==> src/rtl/pad_cfg_pkg.sv <==
package pad_cfg_pkg;
  localparam int CFG_W = 13;
  localparam int DM_W  = 3;

  localparam int B_MGMT   = 0;
  localparam int B_OEB    = 1;
  localparam int B_HOLD   = 2;
  localparam int B_INDIS  = 3;
  localparam int B_IBMODE = 4;
  localparam int B_ANAEN  = 5;
  localparam int B_ANASEL = 6;
  localparam int B_ANAPOL = 7;
  localparam int B_SLOW   = 8;
  localparam int B_VTRIP  = 9;
  localparam int B_DM     = 10;

  // management owned, output enabled, drive mode 110
  localparam logic [CFG_W-1:0] CFG_FULL_DEF = 13'h1801;
  // management owned, output disabled, drive mode 001
  localparam logic [CFG_W-1:0] CFG_IN_DEF   = 13'h0403;

  typedef struct packed {
    logic shift;
    logic load;
  } cfgStb_t;

  typedef struct packed {
    logic            mgmtEn;
    logic            oeb;
    logic            hold;
    logic            inDis;
    logic            ibMode;
    logic            anaEn;
    logic            anaSel;
    logic            anaPol;
    logic            slow;
    logic            vtrip;
    logic [DM_W-1:0] dm;
  } cfgFields_t;
endpackage

==> src/rtl/pad_cfg_ctrl.sv <==
module pad_cfg_ctrl
  import pad_cfg_pkg::*;
(
  input  logic    shiftEn,
  input  logic    loadStb,
  output cfgStb_t stb
);
  // a load wins over a shift on the same edge
  always_comb begin
    stb.load  = loadStb;
    stb.shift = shiftEn & ~loadStb;
  end
endmodule

==> src/rtl/pad_cfg_dp.sv <==
module pad_cfg_dp
  import pad_cfg_pkg::*;
#(
  parameter bit               FULL_BIDIR = 1'b0,
  parameter logic [CFG_W-1:0] RESET_CFG  = CFG_IN_DEF
)(
  input  logic      clk,
  input  logic      rstN,
  input  cfgStb_t   stb,
  input  logic      serIn,
  output logic      serOut,
  input  logic      mgmtOut,
  input  logic      mgmtOeb,
  input  logic      userOut,
  input  logic      userOeb,
  output logic      padOut,
  output logic      padOeb,
  output cfgFields_t fields
);
  logic [CFG_W-1:0] shiftReg;
  logic [CFG_W-1:0] shadow;
  logic             mgmtSideOeb;

  always_ff @(posedge clk or negedge rstN) begin
    if (!rstN) begin
      shiftReg <= '0;
    end else if (stb.shift) begin
      shiftReg <= {shiftReg[CFG_W-2:0], serIn};
    end
  end

  always_ff @(posedge clk or negedge rstN) begin
    if (!rstN) begin
      shadow <= RESET_CFG;
    end else if (stb.load) begin
      shadow <= shiftReg;
    end
  end

  assign serOut = shiftReg[CFG_W-1];

  always_comb begin
    fields.mgmtEn = shadow[B_MGMT];
    fields.oeb    = shadow[B_OEB];
    fields.hold   = shadow[B_HOLD];
    fields.inDis  = shadow[B_INDIS];
    fields.ibMode = shadow[B_IBMODE];
    fields.anaEn  = shadow[B_ANAEN];
    fields.anaSel = shadow[B_ANASEL];
    fields.anaPol = shadow[B_ANAPOL];
    fields.slow   = shadow[B_SLOW];
    fields.vtrip  = shadow[B_VTRIP];
    fields.dm     = shadow[B_DM +: DM_W];
  end

  generate
    if (FULL_BIDIR) begin : gFull
      assign mgmtSideOeb = mgmtOeb;
    end else begin : gSel
      assign mgmtSideOeb = shadow[B_OEB];
    end
  endgenerate

  always_comb begin
    if (fields.mgmtEn) begin
      padOut = mgmtOut;
      padOeb = mgmtSideOeb;
    end else begin
      padOut = userOut;
      padOeb = userOeb;
    end
  end
endmodule

==> src/rtl/pad_cfg_cell.sv <==
module pad_cfg_cell
  import pad_cfg_pkg::*;
#(
  parameter bit               FULL_BIDIR = 1'b0,
  parameter logic [CFG_W-1:0] RESET_CFG  = FULL_BIDIR ? CFG_FULL_DEF : CFG_IN_DEF
)(
  input  logic            clk,
  input  logic            rstN,
  input  logic            shiftEn,
  input  logic            loadStb,
  input  logic            serIn,
  output logic            serOut,
  input  logic            mgmtOut,
  input  logic            mgmtOeb,
  output logic            mgmtIn,
  input  logic            userOut,
  input  logic            userOeb,
  output logic            userIn,
  input  logic            padIn,
  output logic            padOut,
  output logic            padOeb,
  output logic            padInDis,
  output logic            padIbMode,
  output logic            padVtrip,
  output logic            padSlow,
  output logic            padHold,
  output logic            padAnaEn,
  output logic            padAnaSel,
  output logic            padAnaPol,
  output logic [DM_W-1:0] padDm,
  output logic            tieOne
);
  cfgStb_t    stb;
  cfgFields_t fields;

  pad_cfg_ctrl uCtrl (
    .shiftEn (shiftEn),
    .loadStb (loadStb),
    .stb     (stb)
  );

  pad_cfg_dp #(
    .FULL_BIDIR (FULL_BIDIR),
    .RESET_CFG  (RESET_CFG)
  ) uDp (
    .clk     (clk),
    .rstN    (rstN),
    .stb     (stb),
    .serIn   (serIn),
    .serOut  (serOut),
    .mgmtOut (mgmtOut),
    .mgmtOeb (mgmtOeb),
    .userOut (userOut),
    .userOeb (userOeb),
    .padOut  (padOut),
    .padOeb  (padOeb),
    .fields  (fields)
  );

  assign padInDis  = fields.inDis;
  assign padIbMode = fields.ibMode;
  assign padVtrip  = fields.vtrip;
  assign padSlow   = fields.slow;
  assign padHold   = fields.hold;
  assign padAnaEn  = fields.anaEn;
  assign padAnaSel = fields.anaSel;
  assign padAnaPol = fields.anaPol;
  assign padDm     = fields.dm;
  assign userIn    = padIn;
  assign mgmtIn    = padIn;
  assign tieOne    = 1'b1;
endmodule

==> config.mk <==
export PLATFORM = sky130hd
export DESIGN_NAME = pad_cfg_cell
export DESIGN_NICKNAME = d
export VERILOG_FILES = /design/src/rtl/pad_cfg_pkg.sv /design/src/rtl/pad_cfg_ctrl.sv /design/src/rtl/pad_cfg_dp.sv /design/src/rtl/pad_cfg_cell.sv
export SDC_FILE = /design/constraint.sdc
export NUM_CORES = 1
export LEC_CHECK = 0
export ABC_AREA = 1
export BUFFER_PORTS_ARGS = -buffer_cell sky130_fd_sc_hd__buf_4
export CORE_MARGIN = 5
export CORE_UTILIZATION = 45
export DETAILED_ROUTE_END_ITERATION = 10
export GPL_ROUTABILITY_DRIVEN = 0
export PLACE_DENSITY_LB_ADDON = 0.05
export SLEW_MARGIN = 5
export SYNTH_ARGS = -nofsm -noshare
export SYNTH_HDL_FRONTEND = slang
export SYNTH_SLANG_ARGS = --single-unit
==> constraint.sdc <==
create_clock -name clk -period 0.9 [get_ports clk]
set_input_delay 0.18 -clock clk [delete_from_list [all_inputs] [get_ports clk]]
set_output_delay 0.18 -clock clk [all_outputs]
set_load 0.05 [all_outputs]
==> flow_summary.json <==
{
  "status": "finished, violations left",
  "violations": "setup timing",
  "first_pass_iters": 4,
  "fmax_mhz": 695,
  "ys_seq_area_frac": 0.607,
  "die_w_um": 59.0,
  "hold_ws_ps": 87.8,
  "crit_required_ps": 720,
  "num_io_pins": 27,
  "clk_pin_slew_worst_paths_ps": 140,
  "coreArea_sq_um": 2250,
  "seqPwrFrac": 0.468,
  "grt_pass1_vias": 832,
  "use_met1": 0.193,
  "yosys.area.top_type": "dfrtp_1",
  "swShare": 0.362,
  "cts_root_buffer": "clkbuf_4",
  "rows": 17,
  "drv_cap": 0,
  "place.port_buffers": 21,
  "clock-sinks": 26,
  "hp-class": "in2reg",
  "critPathCaptureType": "primary output",
  "overflow": 0,
  "ys_ff_latch": 26,
  "track_usage": 0.139,
  "slew_viol_final": 0,
  "yosysUniqueCellTypes": 12,
  "clock_latency_ps": 310,
  "busiest_layer": "met2",
  "synth_area_leaders": "dfrtp_1, nand2_1, dfstp_2",
  "multi_input_area_sq_um": 364,
  "crit_fanout": 5,
  "h-tree-depth": 1,
  "critPathLaunchType": "flip-flop",
  "vias": 846,
  "synth_top_cell_area_share": 0.534,
  "syn_inst": 124,
  "hold_viol_final": 0,
  "combPwrFrac": 0.361,
  "grtUsageMet2": 0.221,
  "fin_nets": 165,
  "cts_tree": "done",
  "antennaDiodeCount": 0,
  "internal-power_mw": 2.16,
  "die_y_um": 59.0,
  "fin_util": 0.645,
  "die_area_sq_um": 3480,
  "power_density_nw_per_um2": 2330,
  "power.switching_mw": 1.23,
  "rsz0062_at_grt": "true",
  "drc": 0,
  "fin_crit_sh": 1.60,
  "power_frac_clock": 0.171,
  "setup_violations": 14,
  "fill_cells": 192,
  "setup_slack_ps": -540,
  "syn_nets": 134,
  "numCtsBuffers": 3,
  "antenna_left": 0,
  "finalClockSkew_ps": 0.543,
  "worstSetupPathType": "reg2out",
  "place_hpwl_mm": 1.30,
  "crit_arrival_ps": 1260,
  "place_ws_ps": -236,
  "avgSynthCellArea_sq_um": 8.70,
  "yosysWarnings": 0,
  "syn_area_sq_um": 1080,
  "initial_core_util": 0.478,
  "use_met3": 0.0197,
  "power_leakage_nw": 0.816,
  "grt_pass1_wl_mm": 3.76,
  "antenna_found_initial": 0,
  "first_iter_violations": 11,
  "regArea_sq_um": 654,
  "vdd_ir_drop_max_uv": 1390,
  "post_drt_wl_per_cell_um": 11.3,
  "area_growth_pct": 34.8,
  "fin_area_sq_um": 1450,
  "clockBufferDepth": 2,
  "tns_ps": -3170,
  "drive_above_1_share": 0.318,
  "grt_max_degree": 27,
  "dpl_cell_area_sq_um": 1260,
  "period_needed_ps": 1440,
  "wl_mm": 2.05,
  "routed_via_density": 4.65
}
-- layer usage --
layer	vias to the layer above	routed length (um)
li1	433	-
met1	398	1010
met5	-	0
met4	0	16
met3	2	84
met2	13	943
-- worst paths after layout --
path / depth (start not counted) / slack (ps) / endpoint / from
worst max-delay path: 3 / -540 / padOut / uDp.shadow[0]
worst min-delay path: 3 / 90 / uDp.shiftReg[0] / serIn
worst max register to register: 4 / 50 / uDp.shadow[3] / uDp.shadow[3]
worst min register to register: 2 / 490 / uDp.shadow[1] / uDp.shadow[1]
max in group asynchronous: 2 / 310 / uDp.shadow[10] / rstN
min in group asynchronous: 2 / 290 / uDp.shadow[12] / rstN
-- repair_timing --
| action | 4_1_cts | 5_1_grt |
|---|---|---|
| buffers inserted | 9 | 3 |
| gates cloned | 0 | 0 |
| hold buffers | 1 | 0 |
| endpoints found under the setup margin | 14 | 14 |
| endpoints found under the hold margin | 23 | 0 |
| pin swaps | 2 | 2 |
| gates resized for setup | 16 | 0 |
-- critical path: stages (launching register included) --
cell and delay, ps:
dfstp_2 640, buf_6 120, o21ai_4 40, buf_6 150
-- stage by stage --
step / power, mW / std cells
2_1_floorplan: 2.32 / 124
3_3_place_gp: 2.57 / 165
3_5_place_dp: 2.58 / 165
4_1_cts: 3.38 / 179
5_1_grt: 3.59 / 182
6_report: 3.39 / 182
-- cells by family after synthesis --
group,Yosys count,synth area share
AND/OR/NAND/NOR,81,0.299
AO/OA/AOI/OAI,2,0.00928
other,1,0.00348
buffers and inverters,14,0.0812
flip-flops,26,0.607
-- registers in the layout, summed over array words and instances, names as in the netlist --
register,cells
uDp.shiftReg,13
uDp.shadow,13
-- power groups by stage --
stage / registers, mW / clock network, mW / logic [mW]
CTS: 1.59 / 0.602 / 1.20
floorplan: 1.85 / 0 / 0.473
detailed placement: 1.60 / 0 / 0.986
global placement: 1.58 / 0 / 0.983
finish: 1.59 / 0.580 / 1.22
global route: 1.62 / 0.655 / 1.31
-- cells in the final DEF, fill, tap and decap left out --
master and count:
inv_2 1, o21ai_4 2, dlygate4sd3_1 1, nand3_1 13
buf_8 1, nand2_1 65, dfrtp_1 23, clkbuf_4 3
dfstp_2 3, buf_4 20, clkbuf_8 1, inv_1 2
buf_12 1, nand2_2 3, conb_1 1, buf_6 14
-- final cells by class --
class | count | area share
Multi-Input combinational cell | 84 | 0.250
Sequential cell | 26 | 0.450
Timing Repair Buffer | 37 | 0.243
Inverter | 3 | 0.00775
Tap cell | 28 | 0.0241
Clock buffer | 4 | 0.0250
-- cell usage after synthesis --
cell type and count:
buf_2 4, buf_4 6, buf_6 1, conb_1 1, dfrtp_1 23, dfstp_2 3
inv_1 2, inv_2 1, nand2_1 67, nand2_2 1, nand3_1 13, o21ai_0 2
Note: power is estimated with default switching activity, not from simulation.
